File: src/rtl/wdt_key_pkg.sv
package wdt_key_pkg;

  typedef enum logic [2:0] {
    A_KEY1  = 3'd0,
    A_KEY2  = 3'd1,
    A_CTRL  = 3'd2,
    A_LIMIT = 3'd3,
    A_STAT  = 3'd4,
    A_KICK  = 3'd5,
    A_COUNT = 3'd6,
    A_SPARE = 3'd7
  } reg_addr_e;

  typedef enum logic [1:0] {
    LK_IDLE = 2'd0,
    LK_HALF = 2'd1,
    LK_OPEN = 2'd2
  } lock_e;

  typedef struct packed {
    logic rst_en;
    logic run;
  } ctrl_t;

  localparam logic [15:0] KEY1_VAL = 16'hBABA;
  localparam logic [15:0] KEY2_VAL = 16'hEB10;

  function automatic logic is_guarded(input logic [2:0] a);
    return (a == A_CTRL) || (a == A_LIMIT) || (a == A_STAT) || (a == A_KICK);
  endfunction

endpackage

File: src/rtl/wdt_unlock.sv
module wdt_unlock
  import wdt_key_pkg::*;
#(
  parameter int DATA_W = 32
) (
  input  logic              clk,
  input  logic              rst_n,
  input  logic              wr_en,
  input  logic [2:0]        wr_addr,
  input  logic [DATA_W-1:0] wr_data,
  output logic              unlocked,
  output logic              guard_wr
);

  localparam logic [DATA_W-1:0] K1 = {{(DATA_W-16){1'b0}}, KEY1_VAL};
  localparam logic [DATA_W-1:0] K2 = {{(DATA_W-16){1'b0}}, KEY2_VAL};

  lock_e state_q, state_d;

  always_comb begin
    state_d = state_q;
    if (wr_en) begin
      case (reg_addr_e'(wr_addr))
        A_KEY1:  state_d = (wr_data == K1) ? LK_HALF : LK_IDLE;
        A_KEY2:  state_d = (state_q == LK_HALF && wr_data == K2) ? LK_OPEN : LK_IDLE;
        default: state_d = LK_IDLE;
      endcase
    end
  end

  always_ff @(posedge clk) begin
    if (!rst_n) state_q <= LK_IDLE;
    else        state_q <= state_d;
  end

  assign unlocked = (state_q == LK_OPEN);
  assign guard_wr = unlocked && wr_en && is_guarded(wr_addr);


  single_use_chk: assert property (@(posedge clk) disable iff (!rst_n)
    (unlocked && wr_en) |=> !unlocked);


  key_order_chk: assert property (@(posedge clk) disable iff (!rst_n)
    (wr_en && wr_addr == A_KEY2 && state_q != LK_HALF) |=> !unlocked);

endmodule

File: src/rtl/wdt_count.sv
module wdt_count #(
  parameter int CNT_W = 16
) (
  input  logic             clk,
  input  logic             rst_n,
  input  logic             run,
  input  logic             kick,
  input  logic [CNT_W-1:0] limit,
  output logic [CNT_W-1:0] count,
  output logic             expire
);

  logic [CNT_W-1:0] cnt_q;

  function automatic logic [CNT_W-1:0] step_count(input logic [CNT_W-1:0] c,
                                                  input logic             hit);
    return hit ? '0 : c + 1'b1;
  endfunction

  assign expire = run && !kick && (cnt_q == limit);

  always_ff @(posedge clk) begin
    if (!rst_n)   cnt_q <= '0;
    else if (kick) cnt_q <= '0;
    else if (run)  cnt_q <= step_count(cnt_q, expire);
  end

  assign count = cnt_q;


  kick_zero_chk: assert property (@(posedge clk) disable iff (!rst_n)
    kick |=> (count == '0));


  wrap_chk: assert property (@(posedge clk) disable iff (!rst_n)
    expire |=> (count == '0));


  hold_chk: assert property (@(posedge clk) disable iff (!rst_n)
    (!run && !kick) |=> $stable(count));

endmodule

File: src/rtl/wdt_pulse.sv
module wdt_pulse #(
  parameter int RST_LEN = 8
) (
  input  logic clk,
  input  logic rst_n,
  input  logic fire,
  output logic pulse_out
);

  localparam int PW = $clog2(RST_LEN + 1);

  logic [PW-1:0] left_q;

  always_ff @(posedge clk) begin
    if (!rst_n)              left_q <= '0;
    else if (fire)           left_q <= PW'(RST_LEN);
    else if (left_q != '0)   left_q <= left_q - 1'b1;
  end

  assign pulse_out = (left_q != '0);


  pulse_start_chk: assert property (@(posedge clk) disable iff (!rst_n)
    fire |=> pulse_out);


  pulse_cause_chk: assert property (@(posedge clk) disable iff (!rst_n)
    $rose(pulse_out) |-> $past(fire));

endmodule

File: src/rtl/keyed_wdt.sv
module keyed_wdt
  import wdt_key_pkg::*;
#(
  parameter int DATA_W  = 32,
  parameter int CNT_W   = 16,
  parameter int RST_LEN = 8
) (
  input  logic              clk,
  input  logic              rst_n,
  input  logic              wr_en,
  input  logic [2:0]        wr_addr,
  input  logic [DATA_W-1:0] wr_data,
  input  logic [2:0]        rd_addr,
  output logic [DATA_W-1:0] rd_data,
  output logic              wdt_reset
);

  logic             unlocked;
  logic             guard_wr;
  logic             wr_ctrl, wr_limit, wr_stat, wr_kick;
  ctrl_t            ctrl_q;
  logic [CNT_W-1:0] limit_q;
  logic             status_q;
  logic [CNT_W-1:0] count;
  logic             expire;
  logic             fire;

  wdt_unlock #(.DATA_W(DATA_W)) u_unlock (
    .clk      (clk),
    .rst_n    (rst_n),
    .wr_en    (wr_en),
    .wr_addr  (wr_addr),
    .wr_data  (wr_data),
    .unlocked (unlocked),
    .guard_wr (guard_wr)
  );

  assign wr_ctrl  = guard_wr && (wr_addr == A_CTRL);
  assign wr_limit = guard_wr && (wr_addr == A_LIMIT);
  assign wr_stat  = guard_wr && (wr_addr == A_STAT);
  assign wr_kick  = guard_wr && (wr_addr == A_KICK);

  always_ff @(posedge clk) begin
    if (!rst_n) begin
      ctrl_q   <= '0;
      limit_q  <= '1;
      status_q <= 1'b0;
    end else begin
      if (wr_ctrl)  ctrl_q  <= ctrl_t'(wr_data[1:0]);
      if (wr_limit) limit_q <= wr_data[CNT_W-1:0];
      if (expire)                     status_q <= 1'b1;
      else if (wr_stat && !wr_data[0]) status_q <= 1'b0;
    end
  end

  wdt_count #(.CNT_W(CNT_W)) u_count (
    .clk    (clk),
    .rst_n  (rst_n),
    .run    (ctrl_q.run),
    .kick   (wr_kick),
    .limit  (limit_q),
    .count  (count),
    .expire (expire)
  );

  assign fire = expire && ctrl_q.rst_en;

  wdt_pulse #(.RST_LEN(RST_LEN)) u_pulse (
    .clk       (clk),
    .rst_n     (rst_n),
    .fire      (fire),
    .pulse_out (wdt_reset)
  );

  always_comb begin
    rd_data = '0;
    case (reg_addr_e'(rd_addr))
      A_CTRL:  rd_data[1:0]       = ctrl_q;
      A_LIMIT: rd_data[CNT_W-1:0] = limit_q;
      A_STAT:  rd_data[0]         = status_q;
      A_COUNT: rd_data[CNT_W-1:0] = count;
      default: rd_data            = '0;
    endcase
  end


  locked_ctrl_chk: assert property (@(posedge clk) disable iff (!rst_n)
    !(unlocked && wr_en && wr_addr == A_CTRL) |=> $stable(ctrl_q));


  locked_limit_chk: assert property (@(posedge clk) disable iff (!rst_n)
    !(unlocked && wr_en && wr_addr == A_LIMIT) |=> $stable(limit_q));


  status_set_chk: assert property (@(posedge clk) disable iff (!rst_n)
    expire |=> status_q);


  no_reset_chk: assert property (@(posedge clk) disable iff (!rst_n)
    (expire && !ctrl_q.rst_en && !wdt_reset) |=> !$rose(wdt_reset));

endmodule

File: config.mk
export PLATFORM = sky130hd
export DESIGN_NAME = keyed_wdt
export DESIGN_NICKNAME = d
export VERILOG_FILES = /design/src/rtl/wdt_key_pkg.sv /design/src/rtl/wdt_unlock.sv /design/src/rtl/wdt_count.sv /design/src/rtl/wdt_pulse.sv /design/src/rtl/keyed_wdt.sv
export SDC_FILE = /design/constraint.sdc
export NUM_CORES = 1
export LEC_CHECK = 0
export ABC_AREA = 0
export ABC_CLOCK_PERIOD_IN_PS = 4400
export CAP_MARGIN = 10
export CELL_PAD_IN_SITES_DETAIL_PLACEMENT = 1
export CELL_PAD_IN_SITES_GLOBAL_PLACEMENT = 1
export CORE_MARGIN = 2
export CORE_UTILIZATION = 38
export DETAILED_ROUTE_END_ITERATION = 8
export PLACE_DENSITY_LB_ADDON = 0.1
export SETUP_SLACK_MARGIN = 0.3
export SYNTH_ARGS = -nofsm -noshare
export SYNTH_HDL_FRONTEND = slang
export SYNTH_SLANG_ARGS = --single-unit
File: constraint.sdc
create_clock -name clk -period 4.4 [get_ports clk]
set_input_delay 0.88 -clock clk [delete_from_list [all_inputs] [get_ports clk]]
set_output_delay 0.88 -clock clk [all_outputs]
set_load 0.02 [all_outputs]
==> flow_summary_export.csv <==
group,metric,value,unit
grt,grt.total_usage,20.7,%
setup_path,worst_setup_path_start_kind,"input pin",
cts,cts_sinks,41,
placement,port_buffers,57,
die,ios,74,
cts,cts.clk_slew.worst_paths,0.08,ns
die,die_area,7520,µm²
yosys,syn_inst,309,
timing,hold_viol,0,
routing,via_per_inst,5.41,
timing,finalClockSkew,0.0116,ns
power_and_ir_drop,leakagePower,1.21,nW
setup_path,r2r_end,"u_count.count[3]",
placement,gp_congestion,0.762,
grt,grt_first_pass_wirelength,12100,µm
power_and_ir_drop,powerDensity,290,nW/µm²
placement,place_inst,429,
timing,post-route-min-period,3.63,ns
grt,grt_util_met3,4.00,%
yosys,synth.distinct_cells,45,
power_and_ir_drop,finalPower,946,µW
routing,drtIter0Drc,85,
cts,cts_tree,"built",
die,initial_utilization,38.7,%
power_and_ir_drop,peakVddDrop,0.118,mV
grt,gr-total-overflow,0,
grt,use_met1,27.3,%
die,core,6720,µm²
power_and_ir_drop,clockPowerShare,34.3,%
setup_path,reg2reg_depth,4,
routing,drc,0,
grt,grt_pass1_vias,2359,
timing,tns,0,ns
power_and_ir_drop,seqPwrFrac,42.0,%
placement,dpl.hpwl,5560,µm
cts,ctsResizeCount,0,
yosys,synth_area_leaders,"dfxtp_1, xnor2_1, nand2_1, buf_4, nor2b_1",
cts,cts_buffers,5,
setup_path,r2r_start,"u_count.count[1]",
min_path,hold_depth,2,
yosys,synth_edf_count,0,
cts,post_cts_buffers,0,
yosys,synth_top_cell_area_share,31.6,%
grt,grtUsageMet2,35.7,%
timing,max_slew_margin,28.0,%
timing,finalSetupViolCount,0,
setup_path,critPathArrivalTime,2.75,ns
run_status,status,"finished, final reports clean",
setup_path,crit_type,"in -> out",
cells_and_area,fin_nets,400,
die,rows,30,
cts,cts_buffer_depth,2,
min_path,min_from,"limit_q[10]",
routing,via_count,2362,
routing,wl,7350,µm
grt,top_usage_layer,"met2",
yosys,avgSynthCellArea,8.41,µm²
cells_and_area,finalNonFillerCells,437,
yosys,yosysWarnings,0,
setup_path,endpoint_kind,"output pin",
timing,grt_setup_unrepaired,"false",
run,max_cap_violations,0,
cts,hold_buffers,0,
power_and_ir_drop,switchingPower,264,µW
die,die_width,86.7,µm
timing,drv_slew,0,
min_path,hold_class,"reg -> reg",
yosys,synthArstFlopShare,0,%
power_and_ir_drop,combinationalPowerShare,23.7,%
grt,antenna_found_initial,0,
timing,fmax,275,MHz
routing,antenna_left,0,
routing,drtPass1Iterations,4,
cells_and_area,syn_to_final_growth,25.5,%
yosys,synth.cell_area,2600,µm²
yosys,yosys.area.top_type,"dfxtp_1",
cells_and_area,antenna_cells,0,
setup_path,cp.required,3.52,ns
cts,htree_levels,2,
yosys,synthFlopType,"dfxtp_1",
cells_and_area,drive_gt1_share,7.56,%
power_and_ir_drop,p_sw_share,27.9,%
die,chipHeight,86.7,µm
timing,worst_pin_slew,1.07,ns
min_path,worstHoldEndpoint,"limit_q[10]",
timing,post-route-period-util,82.5,%
cts,cts-root-buf,"clkbuf_8",
yosys,seq_area_frac_synth,31.6,%
power_and_ir_drop,p_int,683,µW
yosys,synthMostInstantiatedCell,"nand2_1",
yosys,synth_common_cells,"nand2_1, dfxtp_1, xnor2_1",
yosys,ys_seq_elements,41,
routing,wire_per_inst,16.8,µm
cts,clk-insertion-delay-late,0.30,ns
setup_path,rrSetupSlack,2.31,ns
setup_path,crit_fanout,16,
grt,grt_max_degree,31,
==> kinds of logic after synthesis <==
kind of cell | share of synthesized area [%]
AO/OA/AOI/OAI | 11.5
XOR/XNOR | 11.1
adder cells (fa/ha/maj) | 1.44
buffers and inverters | 9.38
flip-flops | 31.6
multiplexers | 3.22
other | 0.144
AND/OR/NAND/NOR | 31.6
==> how the worst max path moves through the flow <==
stage               depth (start not counted)           to       start  slack [ns]
detailed placement                          6  rd_data[12]  rd_addr[0]        0.80
finish                                      6  rd_data[12]  rd_addr[2]        0.77
global placement                            6  rd_data[12]  rd_addr[0]        0.86
global route                                6  rd_data[12]  rd_addr[0]        0.70
floorplan                                   4  rd_data[10]  rd_addr[0]        1.68
CTS                                         6  rd_data[12]  rd_addr[2]        0.78
==> cell type report <==
cell class | instances | area (µm²)
clock buffer | 7 | 86.3
sequential | 41 | 821
timing repair buffer | 61 | 601
fill | 801 | 3460
multi-input combinational | 241 | 1600
tap | 80 | 100
inverter | 6 | 22.5
clock inverter | 1 | 30.0
==> worst max-delay path: stages <==
cell and delay (ns):
clkdlybuf4s50_1 0.52, nor2b_1 0.16, buf_4 0.23, a22oi_1 0.12
nor2b_1 0.20, clkdlybuf4s50_1 0.64
==> sequential cells by signal (all words and copies together) (netlist names) <==
| register | count |
|---|---|
| status_q | 1 |
| limit_q | 16 |
| u_unlock.state_q | 2 |
| ctrl_q | 2 |
| u_count.count | 16 |
| u_pulse.left_q | 4 |
==> placed cells by master, fill, tap and decap left out, types with 2 or more instances in the layout <==
cell type | netlist | routed
nand3_1 | 21 | 21
nor2_1 | 4 | 4
mux2_2 | 3 | 3
ha_1 | 3 | 3
nand4b_1 | 3 | 3
and2_1 | 3 | 3
a211oi_2 | 3 | 3
a211oi_1 | 10 | 10
xnor2_1 | 25 | 25
a22oi_1 | 14 | 14
nand4_1 | 10 | 10
nor4_1 | 5 | 5
mux2i_1 | 5 | 5
clkbuf_8 | 0 | 6
nor4_2 | 3 | 3
nor2b_1 | 20 | 20
nand2_1 | 47 | 47
nor3b_1 | 2 | 2
xor2_1 | 8 | 8
nor4bb_1 | 5 | 5
o21ai_0 | 2 | 2
nor3_1 | 8 | 7
buf_4 | 17 | 4
clkdlybuf4s50_1 | 0 | 57
dfxtp_1 | 41 | 41
conb_1 | 1 | 16
inv_1 | 6 | 6
a21oi_1 | 6 | 6
==> per-stage QoR <==
stage / util, % / instance area [µm²] / worst slack, ns / hold slack, ns
2_1_floorplan: - / 2660 / 1.68 / 0.472
5_1_grt: 48.6 / 3260 / 0.701 / 0.537
4_1_cts: 48.6 / 3260 / 0.781 / 0.507
3_5_place_dp: 46.8 / 3150 / 0.799 / 0.494
3_3_place_gp: 46.8 / 3150 / 0.856 / 0.487
6_report: 48.6 / 3260 / 0.769 / 0.503
==> power groups by stage <==
stage               sequential (mW)  combinational, mW  clock (mW)
finish                        0.398              0.224       0.325
global route                  0.401              0.247       0.355
CTS                           0.398              0.227       0.330
detailed placement            0.406              0.227           0
global placement              0.405              0.214           0
floorplan                     0.403              0.143           0
==> layer usage <==
metal / vias up / share of wire [%]
met4: 0 / 0.52
met1: 1154 / 46
met2: 49 / 50
met3: 5 / 3.3
li1: 1154 / -
met5: - / 0
No activity file was read; power rests on OpenSTA's default activity.
